===== src/rtl/lsp_pkg.sv =====
package lsp_pkg;

    // Outcome of one evaluation round, chosen by the control path.
    typedef enum logic [1:0] {
        ACT_IDLE    = 2'd0,
        ACT_FORWARD = 2'd1,
        ACT_REEXEC  = 2'd2,
        ACT_DOWN    = 2'd3
    } round_action_t;

    // Per-component health record.
    typedef struct packed {
        logic failed;
        logic suspect;
    } comp_state_t;

    // Decide what a round does from the comparator and health summary.
    function automatic round_action_t decide_action(
        input logic round,
        input logic down,
        input logic any_agree,
        input logic pending,
        input logic single_left
    );
        if (!round || down)
            return ACT_IDLE;
        else if (any_agree)
            return ACT_FORWARD;
        else if (!pending && single_left)
            return ACT_REEXEC;
        else
            return ACT_DOWN;
    endfunction

endpackage


===== src/rtl/lsp_pair_cmp.sv =====
module lsp_pair_cmp #(
    parameter int DATA_W = 32
) (
    input  logic              valid_a,
    input  logic              valid_b,
    input  logic [DATA_W-1:0] data_a,
    input  logic [DATA_W-1:0] data_b,
    output logic              agree
);
    // Both cores must report, and report the same word.
    assign agree = valid_a & valid_b & (data_a == data_b);
endmodule


===== src/rtl/lsp_comp_health.sv =====
module lsp_comp_health
    import lsp_pkg::*;
#(
    parameter int TASK_W = 4
) (
    input  logic              clk,
    input  logic              rst,
    input  logic              eval_en,
    input  logic              disagree,
    input  logic [TASK_W-1:0] task_id,
    output comp_state_t       state
);
    comp_state_t       st_q;
    logic [TASK_W-1:0] last_task_q;
    logic              repeat_hit;

    assign repeat_hit = st_q.suspect && (last_task_q == task_id);

    always_ff @(posedge clk) begin
        if (rst) begin
            st_q        <= '0;
            last_task_q <= '0;
        end else if (eval_en && !st_q.failed) begin
            if (disagree) begin
                if (repeat_hit) begin
                    st_q.failed  <= 1'b1;
                    st_q.suspect <= 1'b0;
                end else begin
                    st_q.suspect <= 1'b1;
                    last_task_q  <= task_id;
                end
            end else begin
                st_q.suspect <= 1'b0;
            end
        end
    end

    assign state = st_q;
endmodule


===== src/rtl/lsp_result_pick.sv =====
module lsp_result_pick #(
    parameter int NUM_COMP = 2,
    parameter int DATA_W   = 32
) (
    input  logic [NUM_COMP-1:0]        agree,
    input  logic [NUM_COMP*DATA_W-1:0] words,
    output logic                       any_agree,
    output logic [DATA_W-1:0]          word_out
);
    // Lowest-index agreeing component wins.
    always_comb begin
        any_agree = |agree;
        word_out  = '0;
        for (int k = NUM_COMP - 1; k >= 0; k--) begin
            if (agree[k])
                word_out = words[k*DATA_W +: DATA_W];
        end
    end
endmodule


===== src/rtl/lockstep_pair_selector.sv =====
module lockstep_pair_selector
    import lsp_pkg::*;
#(
    parameter int NUM_CORES = 4,
    parameter int DATA_W    = 32,
    parameter int TASK_W    = 4
) (
    input  logic                          clk,
    input  logic                          rst,
    input  logic [NUM_CORES-1:0]          core_valid,
    input  logic [NUM_CORES*DATA_W-1:0]   core_data,
    input  logic [TASK_W-1:0]             task_id,
    output logic                          result_valid,
    output logic [DATA_W-1:0]             result_data,
    output logic [TASK_W-1:0]             result_task,
    output logic                          reexec_req,
    output logic [TASK_W-1:0]             reexec_task,
    output logic                          sys_down,
    output logic [NUM_CORES/2-1:0]        comp_failed,
    output logic [NUM_CORES/2-1:0]        comp_suspect
);
    // NUM_CORES is expected to be a multiple of four.
    localparam int NUM_COMP = NUM_CORES / 2;

    logic [NUM_COMP-1:0]        agree_raw;
    logic [NUM_COMP-1:0]        agree_ok;
    logic [NUM_COMP-1:0]        healthy;
    logic [NUM_COMP*DATA_W-1:0] comp_words;
    comp_state_t                comp_st [NUM_COMP];

    logic              round;
    logic              eval_en;
    logic              any_agree;
    logic              single_left;
    logic [DATA_W-1:0] pick_word;
    round_action_t     act;

    logic              fwd_q;
    logic [DATA_W-1:0] data_q;
    logic [TASK_W-1:0] task_q;
    logic              pend_q;
    logic [TASK_W-1:0] retask_q;
    logic              down_q;

    assign round   = |core_valid;
    assign eval_en = round & ~down_q;

    for (genvar k = 0; k < NUM_COMP; k++) begin : g_comp
        lsp_pair_cmp #(.DATA_W(DATA_W)) u_cmp (
            .valid_a (core_valid[2*k]),
            .valid_b (core_valid[2*k+1]),
            .data_a  (core_data[(2*k)*DATA_W +: DATA_W]),
            .data_b  (core_data[(2*k+1)*DATA_W +: DATA_W]),
            .agree   (agree_raw[k])
        );

        lsp_comp_health #(.TASK_W(TASK_W)) u_health (
            .clk      (clk),
            .rst      (rst),
            .eval_en  (eval_en),
            .disagree (~agree_raw[k]),
            .task_id  (task_id),
            .state    (comp_st[k])
        );

        assign comp_words[k*DATA_W +: DATA_W] = core_data[(2*k)*DATA_W +: DATA_W];
        assign healthy[k]      = ~comp_st[k].failed;
        assign comp_failed[k]  = comp_st[k].failed;
        assign comp_suspect[k] = comp_st[k].suspect;
    end

    assign agree_ok    = agree_raw & healthy;
    assign single_left = ($countones(healthy) == 1);

    lsp_result_pick #(.NUM_COMP(NUM_COMP), .DATA_W(DATA_W)) u_pick (
        .agree     (agree_ok),
        .words     (comp_words),
        .any_agree (any_agree),
        .word_out  (pick_word)
    );

    assign act = decide_action(round, down_q, any_agree, pend_q, single_left);

    always_ff @(posedge clk) begin
        if (rst) begin
            fwd_q    <= 1'b0;
            data_q   <= '0;
            task_q   <= '0;
            pend_q   <= 1'b0;
            retask_q <= '0;
            down_q   <= 1'b0;
        end else begin
            fwd_q <= 1'b0;
            case (act)
                ACT_FORWARD: begin
                    fwd_q  <= 1'b1;
                    data_q <= pick_word;
                    task_q <= task_id;
                    pend_q <= 1'b0;
                end
                ACT_REEXEC: begin
                    pend_q   <= 1'b1;
                    retask_q <= task_id;
                end
                ACT_DOWN: begin
                    down_q <= 1'b1;
                    pend_q <= 1'b0;
                end
                default: ;
            endcase
        end
    end

    assign result_valid = fwd_q;
    assign result_data  = data_q;
    assign result_task  = task_q;
    assign reexec_req   = pend_q;
    assign reexec_task  = retask_q;
    assign sys_down     = down_q;
endmodule


===== config.mk =====
export PLATFORM = sky130hd
export DESIGN_NAME = lockstep_pair_selector
export DESIGN_NICKNAME = d
export VERILOG_FILES = /design/src/rtl/lsp_pkg.sv /design/src/rtl/lsp_pair_cmp.sv /design/src/rtl/lsp_comp_health.sv /design/src/rtl/lsp_result_pick.sv /design/src/rtl/lockstep_pair_selector.sv
export SDC_FILE = /design/constraint.sdc
export NUM_CORES = 1
export LEC_CHECK = 0
export CELL_PAD_IN_SITES_DETAIL_PLACEMENT = 1
export CELL_PAD_IN_SITES_GLOBAL_PLACEMENT = 2
export CORE_ASPECT_RATIO = 0.7
export CORE_MARGIN = 4
export CORE_UTILIZATION = 35
export DETAILED_ROUTE_END_ITERATION = 10
export DONT_BUFFER_PORTS = 1
export PLACE_DENSITY = 0.9
export SKIP_CTS_REPAIR_TIMING = 1
export SLEW_MARGIN = 15
export SYNTH_ARGS = -nofsm -noshare
export SYNTH_HDL_FRONTEND = slang
export SYNTH_HIERARCHICAL = 1
export SYNTH_SLANG_ARGS = --single-unit

===== constraint.sdc =====
create_clock -name clk -period 7.9 [get_ports clk]
set_input_delay 1.58 -clock clk [delete_from_list [all_inputs] [get_ports clk]]
set_output_delay 1.58 -clock clk [all_outputs]
set_load 0.01 [all_outputs]

==> results of run 1 <==
logic make-up after synthesis:
family | count (synthesis) | share of synthesized area [%]
xor gates and xnor gates | 65 | 15.1
and+or+nand+nor | 116 | 21.2
AOI/OAI and AO/OA | 136 | 26.4
DFF | 55 | 29.1
buffers and inverters | 46 | 6.62
muxes | 6 | 1.59
synthesized netlist by cell type, types with 3 or more instances:
master | number | area [um2]
buf_6 | 7 | 78.8
nand4_1 | 6 | 37.5
xnor2_1 | 25 | 219
buf_2 | 14 | 70.1
nand2b_1 | 9 | 56.3
or4_4 | 3 | 33.8
clkbuf_1 | 5 | 18.8
nand3_2 | 20 | 200
dfxtp_1 | 55 | 1100
o21ai_0 | 9 | 45.0
nor3_1 | 3 | 15.0
nand2b_2 | 4 | 35.0
o21ai_1 | 37 | 185
or4_1 | 6 | 45.0
mux2i_1 | 6 | 60.1
xor2_1 | 40 | 350
o2111ai_1 | 9 | 78.8
a21oi_2 | 20 | 175
nand3_1 | 18 | 90.1
nor3b_1 | 4 | 30.0
inv_1 | 18 | 67.6
nor4_1 | 10 | 62.6
nor2_1 | 6 | 22.5
nand2_1 | 16 | 60.1
a21oi_1 | 19 | 95.1
a22o_1 | 30 | 263
worst register-to-register path, cell delays in order, from the launching register on:
cell and delay [ns]:
dfxtp_1 0.43, nor2_4 0.75, or2_2 0.29, nand2b_2 0.47, o21ai_0 0.45, a21oi_2 0.09
layout make-up:
type                       instances  share of cell area (%)
sequential                        55                    27.7
tap                              132                    4.16
clock inverter                     2                   0.410
clock buffer                       6                    3.50
multi-input combinational        323                    61.8
inverter                          18                    1.70
timing repair buffer               2                   0.693
through the flow:
step,util [%],cell area [um2],worst slack (ns),total power [W]
final,38.1,3970,3.20,0.000617
after global placement,36.4,3800,2.75,0.000382
after detailed placement,36.4,3800,2.63,0.000387
after CTS,37.9,3950,2.93,0.000624
after global routing,38.1,3970,3.00,0.000648
after floorplan,-,3780,3.96,0.000370
sequential cells by signal, indices dropped and copies added (netlist names):
register / cells
result_data: 32
reexec_req: 1
g_comp.u_health/last_task_q: 8
result_valid: 1
result_task: 4
sys_down: 1
reexec_task: 4
g_comp.u_health/state: 4
power by group through the flow:
| stage | sequential (W) | combinational, W | clock (W) |
|---|---|---|---|
| after floorplan | 0.000299 | 0.0000712 | 0 |
| after global placement | 0.000302 | 0.0000806 | 0 |
| after detailed placement | 0.000302 | 0.0000846 | 0 |
| after CTS | 0.000295 | 0.0000854 | 0.000243 |
| after global routing | 0.000297 | 0.0000939 | 0.000257 |
| final | 0.000295 | 0.0000855 | 0.000236 |
path summary, 6_finish.rpt:
kind,to,slack [ns],cells past startpoint
hold / removal,reexec_task[0]$_SDFFE_PP0N_,0.53,2
setup / recovery,result_data[27]$_SDFFE_PP0N_,3.20,10
setup reg to reg,result_data[27]$_SDFFE_PP0N_,5.31,5
hold reg to reg,reexec_task[0]$_SDFFE_PP0N_,0.53,2
layer usage:
metal	GRT usage [%]	wire length (um)
met1	27.6	5950
met2	33.9	6180
met5	0	0
met3	7.99	1210
met4	5.80	284
==> flow_summary.yaml, run 1 <==
pwr:
  p_per_area_nw_per_um2: 155
  intPower_w: 0.000450
  seqPwrFrac_pct: 47.8
  sw_frac_of_total_pct: 27.0
  power.combinational.fraction_pct: 13.9
  power.net_switching_w: 0.000167
  clockPowerShare_pct: 38.3
  peakVddDrop_v: 0.0000841
  p_leak_nw: 1.20
layout:
  fin_nets: 543
  fillers: 1196
  layout_common_cells: "dfxtp_1 (55), xor2_1 (40), o21ai_1 (37), a22o_1 (30), xnor2_1 (25)"
  seq_area_um2: 1100
  layout-drive-gt1-share_pct: 17.5
  layout.cells.non_filler: 538
  area_delta_synth_final_pct: 5.06
  layout_commonest_cell: "dfxtp_1"
  diodes: 0
  multi_input_comb_area_um2: 2450
timing:
  max_slew_margin_pct: 38.3
  worst_pin_slew_ns: 0.923
  min_period_ns: 4.70
  slew_violations: 0
  clock.fmax_mhz: 213
  finalCritPeriodShare_pct: 59.4
  fin_tns_setup_ns: 0
  hold_viol: 0
  hold_ws_ns: 0.531
  skew_ns: 0.00642
  rsz0062_at_grt: "false"
  setup_viol: 0
cts:
  cts_htree_levels: 2
  cts_tree: "done"
  cts.path.max_buffers: 2
  cts_sinks: 55
  cts_root_buf: "clkbuf_16"
  clk_latency_ns: 0.30
  clk_pin_slew_worst_paths_ns: 0.08
  cts_buffers: 5
floorplan:
  initial_core_util_pct: 36.2
  num_rows: 31
  die_w_um: 132
  io_pins: 185
  core_um2: 10400
  die_area_um2: 12600
  die_h_um: 94.9
hold_path:
  min_from: "reexec_task[0]$_SDFFE_PP0N_"
  min_path_type: "register to register"
worst_setup_path:
  crit_type: "input port to register"
  worst_path_dominant_cell_family: "simple AND/OR/NAND/NOR gates"
  crit_slowest_cell: "nor2_4"
  endpoint_kind: "register"
  cp.arrival_ns: 4.89
  path_max_fanout: 37
  crit_start: "core_data[59]"
  required_ns: 8.09
  r2r-start: "g_comp[0].u_health/state[1]$_SDFFE_PP0P_"
  crit_buf_inv: 1
  critPathMaxStageDelay_ns: 0.73
  path_cells: "xor2_1 > a2111o_1 > or4_4 > nor3_2 > inv_1 > nor2_4 > or2_2 > nand2b_2 > o21ai_0 > a21oi_2"
  start_kind: "input port"
global_routing:
  antenna_found_initial: 0
  grt_overflow: 0
  grtUsageTotal_pct: 21.4
  grt_first_pass_wirelength_mm: 20.7
  grt_pass1_vias: 3517
  grt_max_degree: 60
place:
  portBuffers: 0
  dp_cells: 529
  place_congestion: 0.898
  hpwl_mm: 10.4
routing:
  drt-vias-per-instance: 6.07
  vias: 3265
  drtIter0Drc: 241
  wire_per_inst_um: 25.3
  first_pass_iters: 6
  drc_errors: 0
  postRouteAntennaNets: 0
  wirelength_mm: 13.6
logic_synthesis:
  netlist_area_um2: 3780
  synth_cells: 424
  syn_nets: 562
  yosysWarnings: 6
  synthArstFlopShare_pct: 0
  synthFlopType: "dfxtp_1"
  synth_edf_count: 0
  syn_area_per_cell_um2: 8.91
  ys_ff_latch: 55
  seq_area_frac_synth_pct: 29.1
  synth_cell_types: 42
flow_run:
  maxCapViolations: 0
outcome:
  status: "completed"
Note: power is estimated with default switching activity, not from simulation.
==> run 2: changes to the inputs <==
--- a/config.mk
+++ b/config.mk
@@ -5,14 +5,15 @@
 export SDC_FILE = /design/constraint.sdc
 export NUM_CORES = 1
 export LEC_CHECK = 0
+export ABC_AREA = 1
 export CELL_PAD_IN_SITES_DETAIL_PLACEMENT = 1
 export CELL_PAD_IN_SITES_GLOBAL_PLACEMENT = 2
 export CORE_ASPECT_RATIO = 0.7
 export CORE_MARGIN = 4
-export CORE_UTILIZATION = 35
+export CORE_UTILIZATION = 28
 export DETAILED_ROUTE_END_ITERATION = 10
 export DONT_BUFFER_PORTS = 1
-export PLACE_DENSITY = 0.9
+export PLACE_DENSITY = 0.87
 export SKIP_CTS_REPAIR_TIMING = 1
 export SLEW_MARGIN = 15
 export SYNTH_ARGS = -nofsm -noshare
==> constraint.sdc (replaced) <==
create_clock -name clk -period 3.9 [get_ports clk]
set_input_delay 0.78 -clock clk [delete_from_list [all_inputs] [get_ports clk]]
set_output_delay 0.78 -clock clk [all_outputs]
set_load 0.01 [all_outputs]
==> run 2 against run 1 <==
Register-to-register slack lost 3.3 ns; largest power group unchanged; via count grew 32%; clock power grew 130%; cell count grew 79%; sequential share of layout area shrank 4.4 points.
==> flow_summary.yaml, run 2 <==
logic_synthesis:
  syn_area_per_cell_um2: 5.78
  synth_xor_area_share_pct: 3.47
  synthFlopType: "dfxtp_1"
  yosys-top-cells-count: "nand2_1 (283), nor2_1 (154), inv_1 (138)"
  synthSimpleGateAreaFrac_pct: 51.6
  synth_edf_count: 0
  ys_ff_latch: 55
  synthArstFlopShare_pct: 0
  yosys-top-cells-area: "dfxtp_1 (25%), nand2_1 (24%), nor2_1 (13%), inv_1 (12%), nand3_2 (6.7%)"
  synth_top_family_by_area: "simple AND/OR/NAND/NOR gates"
  netlist_area_um2: 4480
  syn_nets: 912
  synth_cells: 774
  yosysWarnings: 6
  synth_mux_area_share_pct: 0
  yosysTopAreaCellShare_pct: 24.6
  synth-compound-area-share_pct: 3.19
  seq_area_frac_synth_pct: 24.6
  synth.most_common_cell: "nand2_1"
  synthAdderAreaFrac_pct: 0
  synth_cell_types: 27
  yosys.area.top_type: "dfxtp_1"
place:
  portBuffers: 0
  place_congestion: 0.835
  postPlaceCellArea_um2: 4550
  hpwl_mm: 13.5
worst_setup_path:
  crit_type: "input port to register"
  required_ns: 4.13
  cp.arrival_ns: 2.91
  reg2reg_to: "result_data[3]$_SDFFE_PP0N_"
  r2r-start: "g_comp[1].u_health/state[1]$_SDFFE_PP0P_"
  endpoint: "result_data[3]$_SDFFE_PP0N_"
  worstRegToRegCells: 7
  crit_start: "core_data[75]"
  endpoint_kind: "register"
  path_max_fanout: 44
  start_kind: "input port"
  r2r_slack_ns: 2.01
cts:
  cts_sinks: 55
  clk_latency_ns: 0.30
  cts_htree_levels: 2
  cts_buffers: 5
  clk_pin_slew_worst_paths_ns: 0.07
  cts.path.max_buffers: 2
  cts_root_buf: "clkbuf_16"
  cts_tree: "done"
floorplan:
  io_pins: 185
  die_area_um2: 18100
  die_w_um: 159
  num_rows: 38
  core_um2: 15600
  initial_core_util_pct: 28.7
  die_h_um: 114
timing:
  skew_ns: 0.00442
  hold_viol: 0
  rsz0062_at_grt: "false"
  clock.fmax_mhz: 374
  setup_viol: 0
  max_slew_margin_pct: 60.5
  finalCritPeriodShare_pct: 68.5
  fin_tns_setup_ns: 0
  min_period_ns: 2.67
  worst_pin_slew_ns: 0.593
  slew_violations: 0
pwr:
  p_total_w: 0.00136
  p_leak_nw: 2.71
  peakVddDrop_v: 0.000117
  p_per_area_nw_per_um2: 287
global_routing:
  grtUsageTotal_pct: 17.9
  grt_first_pass_wirelength_mm: 25.4
  antenna_found_initial: 0
  grt_max_degree: 45
  grt_overflow: 0
  grt_pass1_vias: 4393
hold_path:
  min_path_type: "register to register"
layout:
  final_area_um2: 4730
  largest_reg_flops: 32
  diodes: 0
  layout_common_cells: "nand2_1 (283), nor2_1 (152), inv_1 (138), dfxtp_1 (55), nand3_2 (30)"
  fin_nets: 902
  layout_commonest_cell: "nand2_1"
  layout-drive-gt1-share_pct: 9.02
  area_delta_synth_final_pct: 5.59
routing:
  wire_per_inst_um: 17.0
  wirelength_mm: 16.4
  drc_errors: 0
  postRouteAntennaNets: 0
  drt-vias-per-instance: 4.48
  first_pass_iters: 4
  vias: 4319
  drtIter0Drc: 203
flow_run:
  maxCapViolations: 0
outcome:
  status: "completed"
-- run 2: stage by stage --
| step | util [%] | std cells | hold slack [ns] | worst slack, ns |
|---|---|---|---|---|
| after detailed placement | 29.2 | 957 | 0.502 | 0.907 |
| after CTS | 30.3 | 965 | 0.525 | 1.21 |
| after global placement | 29.2 | 957 | 0.492 | 0.941 |
| final | 30.3 | 965 | 0.515 | 1.23 |
| after floorplan | - | 774 | 0.474 | 1.33 |
| after global routing | 30.3 | 965 | 0.530 | 0.923 |
-- run 2: worst min path at each step --
stage / start / end / slack [ns] / depth (start not counted)
after floorplan: g_comp[0].u_health/last_task_q[0]$_SDFFE_PP0P_ / g_comp[0].u_health/last_task_q[0]$_SDFFE_PP0P_ / 0.47 / 2
after global placement: g_comp[1].u_health/last_task_q[3]$_SDFFE_PP0P_ / g_comp[1].u_health/last_task_q[3]$_SDFFE_PP0P_ / 0.49 / 2
after detailed placement: g_comp[1].u_health/last_task_q[3]$_SDFFE_PP0P_ / g_comp[1].u_health/last_task_q[3]$_SDFFE_PP0P_ / 0.50 / 2
after CTS: g_comp[0].u_health/last_task_q[3]$_SDFFE_PP0P_ / g_comp[0].u_health/last_task_q[3]$_SDFFE_PP0P_ / 0.52 / 2
after global routing: rst / g_comp[0].u_health/state[0]$_SDFFE_PP0P_ / 0.53 / 1
final: g_comp[0].u_health/last_task_q[1]$_SDFFE_PP0P_ / g_comp[0].u_health/last_task_q[1]$_SDFFE_PP0P_ / 0.51 / 2
-- run 2: critical path, cell delays in order --
cell	delay, ns
inv_1	0.02
nand2_1	0.04
nand2_1	0.06
nor2_1	0.28
nand2_1	0.09
nor2_1	0.11
nand3_1	0.11
nor2_1	0.11
inv_1	0.08
nor2_4	0.08
or2_2	0.16
nand3_4	0.40
buf_12	0.34
nand2_1	0.07
nand2_1	0.05
nor2_1	0.09
-- run 2: power breakdown --
part	internal (W)	switching [W]
logic	0.0000817	0.000132
clock network	0.000321	0.000224
registers	0.000578	0.0000193
total	0.000980	0.000376
-- run 2: cells by family (layout without fill, tap and decap cells) --
family	after synthesis	in the layout
flip-flops	55	55
AO/OA/AOI/OAI	28	28
buffers and inverters	161	152
XOR/XNOR	16	16
AND/OR/NAND/NOR	514	514
-- run 2: metal layers --
metal | wire length, um | up-vias | track usage [%]
met1 | 7580 | 1946 | 23.6
li1 | - | 2247 | -
met5 | 0 | - | 0
met4 | 57 | 0 | 1.79
met2 | 7090 | 121 | 28.4
met3 | 1650 | 5 | 7.69
-- run 2: area by class of cell --
| type | instances | area (um2) |
|---|---|---|
| Clock buffer | 6 | 139 |
| Inverter | 139 | 529 |
| Fill cell | 2083 | 10900 |
| Timing Repair Buffer | 5 | 50.0 |
| Clock inverter | 2 | 35.0 |
| Sequential cell | 55 | 1100 |
| Multi-Input combinational cell | 558 | 2620 |
| Tap cell | 200 | 250 |
==> run 3: changes to the inputs <==
--- a/config.mk
+++ b/config.mk
@@ -5,12 +5,12 @@
 export SDC_FILE = /design/constraint.sdc
 export NUM_CORES = 1
 export LEC_CHECK = 0
-export ABC_AREA = 1
+export ABC_AREA = 0
 export CELL_PAD_IN_SITES_DETAIL_PLACEMENT = 1
 export CELL_PAD_IN_SITES_GLOBAL_PLACEMENT = 2
 export CORE_ASPECT_RATIO = 0.7
 export CORE_MARGIN = 4
-export CORE_UTILIZATION = 28
+export CORE_UTILIZATION = 32
 export DETAILED_ROUTE_END_ITERATION = 10
 export DONT_BUFFER_PORTS = 1
 export PLACE_DENSITY = 0.87
==> constraint.sdc (replaced) <==
create_clock -name clk -period 2.4 [get_ports clk]
set_input_delay 0.48 -clock clk [delete_from_list [all_inputs] [get_ports clk]]
set_output_delay 0.48 -clock clk [all_outputs]
set_load 0.01 [all_outputs]
==> run 3 against run 2 <==
The flow now finishes with violations (setup timing); combinational power is 43% higher; count of clock-buffer cells in the layout is 2 higher; worst hold slack worse by 0.25 ns; die area is 25% lower; cell area is 5.6% lower; global-route usage is 2.1 points higher; via count is 22% lower; highest routed layer unchanged.
==> flow_summary.yaml, run 3 (synthesis gave the netlist of run 1 again) <==
timing:
  min_period_ns: 2.51
  worst_pin_slew_ns: 0.613
  skew_ns: 0.00565
  hold_viol: 0
  setup_viol: 40
  clock.fmax_mhz: 398
  rsz0062_at_grt: "true"
  worst_slack_ns: -0.109
  hold_ws_ns: 0.265
  max_slew_margin_pct: 59.0
  slew_violations: 0
  finalCritPeriodShare_pct: 105
routing:
  first_pass_iters: 4
  drc_errors: 0
  wire_per_inst_um: 24.6
  drt-vias-per-instance: 5.76
  drtIter0Drc: 200
  vias: 3379
  wirelength_mm: 14.5
  postRouteAntennaNets: 0
layout:
  layout_commonest_cell: "dfxtp_1"
  fillers: 1296
  layout_common_cells: "dfxtp_1 (55), xor2_1 (40), a22o_1 (30), a21oi_2 (28), xnor2_1 (25)"
  area_delta_synth_final_pct: 18.0
  fin_nets: 571
  final_util_pct: 39.5
  layout-drive-gt1-share_pct: 30.4
  diodes: 0
  largest_reg_flops: 32
global_routing:
  grtUsageTotal_pct: 20.0
  grt_pass1_vias: 3616
  grt_overflow: 0
  antenna_found_initial: 0
  grt_max_degree: 60
  grt_first_pass_wirelength_mm: 21.0
floorplan:
  die_area_um2: 13600
  die_h_um: 98.9
  num_rows: 32
  initial_core_util_pct: 33.5
  io_pins: 185
  die_w_um: 138
  core_um2: 11300
cts:
  clk_pin_slew_worst_paths_ns: 0.07
  clk_latency_ns: 0.29
  cts_root_buf: "clkbuf_16"
  cts.path.max_buffers: 2
  cts_sinks: 55
  cts_htree_levels: 2
  cts_tree: "done"
  cts_buffers: 5
hold_path:
  holdPathEnd: "result_data[15]$_SDFFE_PP0N_"
  min_path_type: "input port to register"
  min_from: "rst"
  hold_depth: 1
worst_setup_path:
  crit_slowest_cell: "or4_4"
  path_max_fanout: 7
  reg2reg_to: "reexec_task[0]$_SDFFE_PP0N_"
  start_kind: "input port"
  required_ns: 2.63
  cp.arrival_ns: 2.74
  crit_buf_inv: 3
  path_cells: "xor2_1 > a2111o_1 > or4_4 > nor3_4 > inv_2 > nor2_4 > or2_4 > nor2b_4 > buf_4 > buf_6 > nand3_2 > a21oi_2"
  crit_type: "input port to register"
  r2r-start: "g_comp[0].u_health/state[1]$_SDFFE_PP0P_"
  worstRegToRegCells: 6
  critPathMaxStageDelay_ns: 0.51
  worst_path_dominant_cell_family: "simple AND/OR/NAND/NOR gates"
  r2r_slack_ns: 0.39
  endpoint_kind: "register"
outcome:
  violations: "setup timing"
  status: "complete, but fails checks"
pwr:
  p_per_area_nw_per_um2: 461
  peakVddDrop_v: 0.000405
  p_leak_nw: 1.42
place:
  hpwl_mm: 11.3
  portBuffers: 0
  place_congestion: 0.813
  pre_cts_ws_ns: -0.457
flow_run:
  maxCapViolations: 0
-- run 3: cell types whose count changed in the layout (fill, tap and decap cells not counted), sizes merged, moves of 13 or more --
cell and change:
nand2 -274, nor2 -154, inv -121, xor2 +34
o21ai +33, a22o +30, a21oi +26, buf +23
nand3 -17, xnor2 +15, nand2b +13
-- run 3: per-stage QoR --
| stage | total power [W] | instances | TNS, ns | cell area, um2 |
|---|---|---|---|---|
| 5_1_grt | 0.00214 | 587 | -6.88 | 4460 |
| 3_5_place_dp | 0.00129 | 570 | -19.30 | 4120 |
| 2_1_floorplan | 0.00122 | 424 | -8.37 | 3930 |
| 3_3_place_gp | 0.00127 | 570 | -15.92 | 4120 |
| 6_report | 0.00206 | 587 | -2.67 | 4460 |
| 4_1_cts | 0.00208 | 578 | -4.51 | 4280 |
-- run 3: area by class of cell --
type / count / area [um2] / area share, %
Clock buffer: 8 / 156 / 3.51
Inverter: 18 / 67.6 / 1.51
Sequential cell: 55 / 1100 / 24.7
Timing Repair Buffer: 30 / 347 / 7.77
Tap cell: 153 / 191 / 4.29
Multi-Input combinational cell: 323 / 2600 / 58.2
-- run 3: worst max-delay path by stage --
stage | slack [ns] | end | start | cells past startpoint
after global routing | -0.19 | result_data[30]$_SDFFE_PP0N_ | core_data[123] | 12
after detailed placement | -0.46 | result_data[14]$_SDFFE_PP0N_ | core_data[36] | 11
final | -0.11 | result_data[27]$_SDFFE_PP0N_ | core_data[123] | 12
after global placement | -0.37 | result_data[14]$_SDFFE_PP0N_ | core_data[36] | 11
after CTS | -0.16 | result_data[7]$_SDFFE_PP0N_ | core_data[36] | 11
after floorplan | -0.25 | result_data[16]$_SDFFE_PP0N_ | core_data[59] | 13
-- run 3: power breakdown --
part	internal, W	switching [W]
Combinational	0.000137	0.000170
Clock	0.000446	0.000328
Sequential	0.000940	0.0000348
Total	0.00152	0.000533
-- run 3: routing by layer --
| metal | share of wire (%) | wire (um) | global-route usage [%] |
|---|---|---|---|
| met4 | 1.1 | 157 | 3.34 |
| met1 | 39 | 5680 | 23.4 |
| met5 | 0 | 0 | 0 |
| met2 | 50 | 7170 | 34.2 |
| met3 | 10 | 1460 | 9.03 |
